$ cat config.mk
export PLATFORM = sky130hd
export DESIGN_NAME = dma_prio_arbiter
export DESIGN_NICKNAME = d
export VERILOG_FILES = /design/src/rtl/dma_arb_pkg.sv /design/src/rtl/dma_req_gate.sv /design/src/rtl/dma_prio_pick.sv /design/src/rtl/dma_prio_arbiter.sv
export SDC_FILE = /design/constraint.sdc
export NUM_CORES = 1
export LEC_CHECK = 0
export BUFFER_PORTS_ARGS = -buffer_cell sky130_fd_sc_hd__buf_2
export CORE_MARGIN = 2
export CORE_UTILIZATION = 30
export CTS_CLUSTER_SIZE = 16
export DETAILED_ROUTE_END_ITERATION = 12
export PLACE_DENSITY = 0.68
export SKIP_LAST_GASP = 1
export SYNTH_ARGS = -nofsm -noshare
export SYNTH_HDL_FRONTEND = slang
export SYNTH_HIERARCHICAL = 1
export SYNTH_SLANG_ARGS = --single-unit
$ cat constraint.sdc
create_clock -name clk -period 3.9 [get_ports clk]
set_input_delay 0.975 -clock clk [delete_from_list [all_inputs] [get_ports clk]]
set_output_delay 0.975 -clock clk [all_outputs]
set_load 0.03 [all_outputs]
$ cat src/rtl/dma_arb_pkg.sv
package dma_arb_pkg;
  localparam int CMD_DIS_BIT = 2;
  localparam int CMD_ROT_BIT = 4;

  typedef enum logic {
    PRIO_FIXED  = 1'b0,
    PRIO_ROTATE = 1'b1
  } prio_mode_e;
endpackage

$ cat src/rtl/dma_req_gate.sv
module dma_req_gate #(
  parameter int N_CH = 4
) (
  input  logic [N_CH-1:0] dreq,
  input  logic [N_CH-1:0] sw_req,
  input  logic [N_CH-1:0] mask,
  output logic [N_CH-1:0] raw_req,
  output logic [N_CH-1:0] elig_req
);
  for (genvar c = 0; c < N_CH; c++) begin : g_ch
    assign raw_req[c]  = dreq[c] | sw_req[c];
    assign elig_req[c] = raw_req[c] & ~mask[c];
  end
endmodule

$ cat src/rtl/dma_prio_pick.sv
module dma_prio_pick #(
  parameter int N_CH = 4,
  localparam int IW = (N_CH > 1) ? $clog2(N_CH) : 1
) (
  input  logic [N_CH-1:0] elig,
  input  logic [IW-1:0]   base,
  output logic [IW-1:0]   win,
  output logic            any
);
  // Circular search from base; the lowest offset with a request wins.
  function automatic logic [IW:0] circ_search(input logic [N_CH-1:0] r,
                                              input logic [IW-1:0] b);
    logic [IW:0] res;
    int idx;
    res = '0;
    for (int k = N_CH - 1; k >= 0; k--) begin
      idx = int'(b) + k;
      if (idx >= N_CH) idx = idx - N_CH;
      if (r[idx]) res = {1'b1, IW'(idx)};
    end
    return res;
  endfunction

  logic [IW:0] found;
  assign found = circ_search(elig, base);
  assign any   = found[IW];
  assign win   = found[IW-1:0];
endmodule

$ cat src/rtl/dma_prio_arbiter.sv
module dma_prio_arbiter
  import dma_arb_pkg::*;
#(
  parameter int N_CH  = 4,
  parameter int CMD_W = 8
) (
  input  logic             clk,
  input  logic             rst_n,
  input  logic [CMD_W-1:0] cmd_byte,
  input  logic [N_CH-1:0]  dreq,
  input  logic [N_CH-1:0]  sw_req,
  input  logic [N_CH-1:0]  mask,
  input  logic             svc_done,
  output logic [N_CH-1:0]  grant,
  output logic             grant_valid,
  output logic [N_CH-1:0]  req_status
);
  localparam int IW = (N_CH > 1) ? $clog2(N_CH) : 1;

  function automatic logic [IW-1:0] advance(input logic [IW-1:0] idx);
    return (int'(idx) == N_CH - 1) ? '0 : IW'(int'(idx) + 1);
  endfunction

  logic [N_CH-1:0] raw_req, elig_req;
  logic [N_CH-1:0] grant_q;
  logic            busy_q;
  logic [IW-1:0]   base_q, pick_base, pick_idx;
  logic            pick_any;
  logic            ctl_off;
  prio_mode_e      mode;
  logic            issue_evt, done_evt;

  dma_req_gate #(.N_CH(N_CH)) u_gate (
    .dreq    (dreq),
    .sw_req  (sw_req),
    .mask    (mask),
    .raw_req (raw_req),
    .elig_req(elig_req)
  );

  assign ctl_off   = cmd_byte[CMD_DIS_BIT];
  assign mode      = cmd_byte[CMD_ROT_BIT] ? PRIO_ROTATE : PRIO_FIXED;
  assign pick_base = (mode == PRIO_ROTATE) ? base_q : '0;

  dma_prio_pick #(.N_CH(N_CH)) u_pick (
    .elig(elig_req),
    .base(pick_base),
    .win (pick_idx),
    .any (pick_any)
  );

  assign issue_evt = !busy_q && !ctl_off && pick_any;
  assign done_evt  = busy_q && svc_done;

  always_ff @(posedge clk or negedge rst_n) begin
    if (!rst_n) begin
      busy_q  <= 1'b0;
      grant_q <= '0;
      base_q  <= '0;
    end else if (issue_evt) begin
      busy_q  <= 1'b1;
      grant_q <= N_CH'(1) << pick_idx;
      base_q  <= advance(pick_idx);
    end else if (done_evt) begin
      busy_q  <= 1'b0;
      grant_q <= '0;
    end
  end

  assign grant       = grant_q;
  assign grant_valid = busy_q;
  assign req_status  = raw_req;
endmodule

Word level (Yosys, flattened, before mapping). Cells that the tools add are included.

Output and inout bits: 9. Bits in registers: 7. Logic and storage cells: 66.

Equal/unequal tests: 1. Reductions and logical operators: 6. Mux-type cells: 27. Add/sub/neg operators: 8. Bitwise logic cells: 12. Shift-type cells: 1. $lt $le $gt $ge: 8.

Operator list (count): $lt A32 B4 Y1 const B (4); $mux W32 (4); $ge A32 B4 Y1 const B (3); $sub A32 B4 Y32 const B (3); $mux W3 (4); $mux W1 (11); $bmux W1 S2 (4); $mux W4 (2); $add A2 B2 Y3 const B (2); $and A1 B1 Y1 (4); $mux W2 (2); $not A1 Y1 (4); $or A1 B1 Y1 (4); $shl A1 B2 Y4 const A (1); $sub A2 B3 Y4 const B (1); $add A2 B1 Y3 const B (1); $ge A2 B3 Y1 const B (1); $logic_and A1 B1 Y1 (3); $add A2 B1 Y2 const B (1); $eq A2 B1 Y1 const B (1); $logic_not A1 Y1 (2); $reduce_bool A2 Y1 (1).

Depth between registers and ports, before layout.
Depth in word-level cells: 14. Gate-level depth with buffers: 8.

Modules after synthesis. The synthesis kept the hierarchy.

By module, submodules not included: dma_prio_arbiter (times used 1, area each 442.9 sq um, sequential area each 175.2 sq um, cells an instance 39); dma_prio_pick (times used 1, area each 81.3 sq um, sequential area each 0.0 sq um, cells an instance 15); dma_req_gate (times used 1, area each 65.1 sq um, sequential area each 0.0 sq um, cells an instance 8).

Worst setup path before layout. No wires, ideal clock.

Kind: input -> register. From: in mask[3]. To: reg base_q[1]. Arrival: 2.386 ns. Required time: 3.775 ns. Cell stages on the path: 7. Slack: 1.390 ns. Cell sequence: o21ba_2 > inv_1 > a22o_1 > a211oi_2 > inv_1 > ha_1 > mux2_2.

Word-level cells in the longest chain between the ends: 11. Elaborated cells between the ends (all ways): 22. Those cells by class: 1 x add/sub; 1 x eq/ne; 17 x mux; 2 x bitwise; 1 x reduce/logical.

RTL lines: from (decl) (line dma_prio_arbiter.sv:12) `input logic [N_CH-1:0] mask,`; $not A1 Y1 (*) (line dma_req_gate.sv:12) `assign elig_req[c] = raw_req[c] & ~mask[c];`; $and A1 B1 Y1 (*) (line dma_req_gate.sv:12); $bmux W1 S2 (line dma_prio_pick.sv:19) `if (r[idx]) res = {1'b1, IW'(idx)};`; $mux W1 (implied by the code) (2 in series) (line dma_prio_pick.sv:19); $mux W3 (3 in series) (line dma_prio_pick.sv:19); $mux W3 (*) (line dma_prio_pick.sv:19); named net pick_idx[0] (line dma_prio_arbiter.sv:27) `logic [IW-1:0] base_q, pick_base, pick_idx;`; $add A2 B1 Y2 or $eq A2 B1 Y1 (tied branches) (line dma_prio_arbiter.sv:21) `return (int'(idx) == N_CH - 1) ? '0 : IW'(int'(idx) + 1);`; $mux W2 (*) (line dma_prio_arbiter.sv:21); to (signal assigned) (line dma_prio_arbiter.sv:63) `base_q <= advance(pick_idx);`; to (decl) (line dma_prio_arbiter.sv:27).

Mark *: on every way through the listed nets, which the timed path passes. The rest lies on a longest branch. The select of a mux whose other input is x is not followed. A chain may end at the register's enable or synchronous reset.

Worst setup path after layout.
From: in mask[3]. To: reg base_q[1].

Word-level cells in the longest chain between the ends: 11. Elaborated cells between the ends (all ways): 22. Those cells by class: 1 x add/sub; 1 x eq/ne; 17 x mux; 2 x bitwise; 1 x reduce/logical.

RTL lines: $not A1 Y1 (*) (line dma_req_gate.sv:12); $and A1 B1 Y1 (*) (line dma_req_gate.sv:12); named net elig_req[3] (line dma_prio_arbiter.sv:24) `logic [N_CH-1:0] raw_req, elig_req;`; $bmux W1 S2 (line dma_prio_pick.sv:19); $mux W1 (implied by the code) (2 in series) (line dma_prio_pick.sv:19); $mux W3 (3 in series) (line dma_prio_pick.sv:19); $mux W3 (*) (line dma_prio_pick.sv:19); named net pick_idx[0] (line dma_prio_arbiter.sv:27); $add A2 B1 Y2 or $eq A2 B1 Y1 (tied branches) (line dma_prio_arbiter.sv:21); $mux W2 (*) (line dma_prio_arbiter.sv:21).

Marks and branches as above.

==> metrics.md <==
| Metric | Value |
|---|---|
| Run status | `finished, final reports clean` |
| Vias per std cell | `about 4.4` |
| Sequential fraction of design power | `between 30% and 40%` |
| Switching portion of total power | `between 30% and 40%` |
| Average footprint of a synthesized cell | `9.505 µm²` |
| Leakage | `roughly 0.00036 µW` |
| Count of final max-slew check failures | `0` |
| Worst endpoint required time | `a little over 4 ns` |
| Pin count of the biggest net entering global routing | `16` |
| Antenna violation net count after detailed routing | `0` |
| Wire length of the first global-routing pass | `about 2000 µm` |
| Initial antenna violation count | `0` |
| Synth warnings | `6` |
| Ratio of final minimum period to clock period | `between 60% and 70%` |
| Site row count | `16` |
| Leading cell types in the layout, fill and taps excluded | `buf_2 (25), dfrtp_1 (7), inv_1 (6), nand2b_1 (6)` |
| Placed Instances | `around 110` |
| Total DRC errors in the routed layout | `0` |
| Path type of the worst setup path | `input port to flip-flop` |
| CP max-delay cell | `a211oi_2` |
| Number of setup buffers added after CTS | `0` |
| Max-capacitance violation count | `0` |
| Total count of hold-check failures in the final report | `0` |
| Number of buffers and inverters on the critical path | `3` |
| Seq/Total Area, Yosys | `between 20% and 30%` |
| Non-filler cells, final | `117` |
| Port Buf Inserts | `25` |
| XOR/XNOR Fraction of Synth Area | `0%` |
| First-pass DRT Iterations | `4` |
| Clock Skew | `roughly 0.0029 ns` |
| WP data arrival | `roughly 2.6 ns` |
| Most common cell after layout, fill and taps aside | `buf_2` |
| Slew HR | `between 70% and 80%` |
| Maximum root-to-sink buffer count | `2` |
| P_int | `191.4 µW` |
| Area grow syn2layout | `30.57%` |
| H-Tree Level Count | `1` |
| Insertion delay to the later sink of the worst-skew pair | `roughly 0.24 ns` |
| DR WL/cell | `9.709 µm` |
| Basic-gate share of the synthesized area counting and, or, nand and nor cells | `32.27%` |
| Total of endpoints with negative setup slack in the final report | `0` |
| Worst min-delay path class | `flip-flop to flip-flop` |
| Post-Synthesis Cells | `62` |
| Sw Pwr | `~120 µW` |
| Final wirelength | `1136 µm` |
| Clock network fraction of total power | `a little over a fifth` |
| Num CTS Buffers | `3` |
| Overflow left after global routing | `0` |
| Biggest fanout along the worst timing path | `4` |
| Detailed router's first-iteration violation count | `14` |
| Hold bufs inserted after CTS | `0` |
| Minimum clock period | `roughly 2.5 ns` |
| Ordered list of cells on the worst path | `buf_2 -> o21ba_2 -> inv_1 -> a22o_1 -> a211oi_2 -> inv_1 -> ha_1 -> mux2_2` |
| Highest Clock Rate | `approximately 0.4 GHz` |
| Number of storage elements in the synthesis netlist | `7` |
| Setup TNS | `0 ns` |
| Setup repair after global routing missed its margin | `no` |
| Total Nets Final | `about 120` |
| Die X | `between 40 and 50 µm` |
| CTS-repair resized insts | `0` |
| Proportion of synthesized area in mux cells | `roughly 3.8%` |
| Depth of the critical timing path with buffers and inverters included | `8` |
| Cell family with most CP delay | `compound AO/OA/AOI/OAI gates` |
| Clock transition time at the flip-flop clock pins of the worst setup and hold paths | `roughly 0.05 ns` |
| Reg-to-reg setup timing slack | `a little over 2 ns` |
| Root buffer cell | `clkbuf_4` |
| Combinational group share of total power | `a little over two fifths` |
| Worst R2R Path Depth | `7` |
| Cell with the most instances on the worst path | `inv_1` |
| Max IR drop VDD | `approximately 0.17 mV` |
| Slowest cell delay on critical path | `around 0.33 ns` |
| Worst hold path cell count | `1` |
| Power density of the placed cells | `400.1 mW/mm²` |
| Total number of vias | `520` |
| Setup crit end kind | `flip-flop` |
| Complex-gate fraction of the synthesized area | `21.02%` |
| Initial cell density of the core | `between 30 and 40%` |
| Vias in the first global route | `roughly 500` |
| Die boundary height | `slightly below 50 µm` |
| Clk sinks | `7` |
| Total die area | `0.002335 mm²` |
| Proportion of layout cells with a drive suffix above 1 | `approximately two fifths` |
| Total routing usage reported by global routing | `between 10% and 20%` |
| Combinational family with the most area after synthesis | `simple AND/OR/NAND/NOR gates` |
| GP Congestion | `a little over 0.7` |
| Cell area after technology mapping | `589.3 µm²` |
| Number of different library cells in the post-synthesis netlist | `21` |
| Boundary pin count | `32` |
| Worst Tran Pin Value | `roughly 0.41 ns` |
| Diode insertion count for antenna repair | `0` |
| CTS tree | `yes` |
| Adder and majority cell fraction of the synthesized area | `under 10%` |
| Startpoint types | `input port` |
| Std-Cell Core Area | `~0.0019 mm²` |
| Number of nets produced by synthesis | `89` |
==> path summary, 6_finish.rpt <==
| path | endpoint | startpoint |
|---|---|---|
| worst max-delay path | base_q[1] | mask[3] |
| worst min-delay path | base_q[1] | base_q[1] |
| worst max register to register | base_q[1] | base_q[0] |
| worst min register to register | base_q[1] | base_q[1] |
| max in group asynchronous | grant[1] | rst_n |
| min in group asynchronous | grant_valid | rst_n |
==> area by class of cell <==
class,count,area [µm²]
Clock buffer,4,26.28
Fill cell,196,1132
Sequential cell,7,175.2
Multi-Input combinational cell,48,386.6
Inverter,6,22.52
Tap cell,27,33.78
Timing Repair Buffer,25,125.1
==> flip-flops by register name, summed over array words and instances (netlist names) <==
register	flops
base_q	2
grant	4
grant_valid	1
==> per-stage QoR <==
stage | setup WS, ns | hold slack (ns) | util, % | power, µW | area (µm²)
floorplan | 1.390 | 0.4729 | - | 207.3 | 589.3
detailed placement | 1.175 | 0.5014 | 39.08 | 246.1 | 743.2
finish | 1.437 | 0.5053 | 40.46 | 307.9 | 769.5
global route | 1.328 | 0.5448 | 40.46 | 338.5 | 769.5
CTS | 1.436 | 0.5135 | 40.46 | 313.2 | 769.5
global placement | 1.216 | 0.4921 | 39.08 | 240.6 | 743.2
==> per-layer routing <==
metal | up-vias | share of wire [%] | wire length, µm | GRT usage, %
li1 | 277 | - | - | -
met1 | 233 | 45 | 506 | 12.43
met2 | 8 | 51 | 583 | 19.44
met3 | 2 | 3.1 | 35 | 2.160
met4 | 0 | 0.88 | 10 | 5.714
met5 | - | 0 | 0 | 0
==> cells by family (layout without fill, tap and decap cells) <==
family                     count (synthesis)  in the layout
buffers and inverters                      7             35
muxes                                      2              2
AOI/OAI and AO/OA                         16             16
DFF                                        7              7
adders and majority gates                  4              4
and+or+nand+nor                           26             26
==> synthesized netlist by cell type <==
cell type	instances	share of area, %
a211oi_2	1	2.1
buf_2	1	0.85
nand2_1	1	0.64
or2_1	4	4.2
nand3b_1	4	5.1
nor2b_1	1	1.1
inv_1	6	3.8
a21oi_1	4	3.4
mux2_2	2	3.8
o21ba_2	4	6.8
nor3b_4	1	3.2
ha_1	4	8.5
and2_1	2	2.1
a22o_1	1	1.5
nand2b_1	6	6.4
nor2_1	3	1.9
dfrtp_1	7	30
o211ai_1	4	5.1
nand4bb_1	4	7.6
o21ai_0	1	0.85
a21o_1	1	1.3
==> power groups by stage <==
stage          registers, µW  logic (µW)  clock network [µW]
2_1_floorplan            127        79.8                   0
3_3_place_gp             110         130                   0
3_5_place_dp             112         134                   0
4_1_cts                  111         135                67.0
5_1_grt                  116         150                72.5
6_report                 111         133                64.0
==> worst register-to-register path, delay by kind of cell, from the launching register on <==
| kind | cells | cell delay [ns] |
|---|---|---|
| flops | 1 | 0.34 |
| simple gates | 1 | 0.13 |
| buf+inv | 2 | 0.17 |
| fa+ha+maj | 1 | 0.30 |
| mux | 1 | 0.27 |
| compound gates | 2 | 0.53 |
Note: power is estimated with default switching activity, not from simulation.
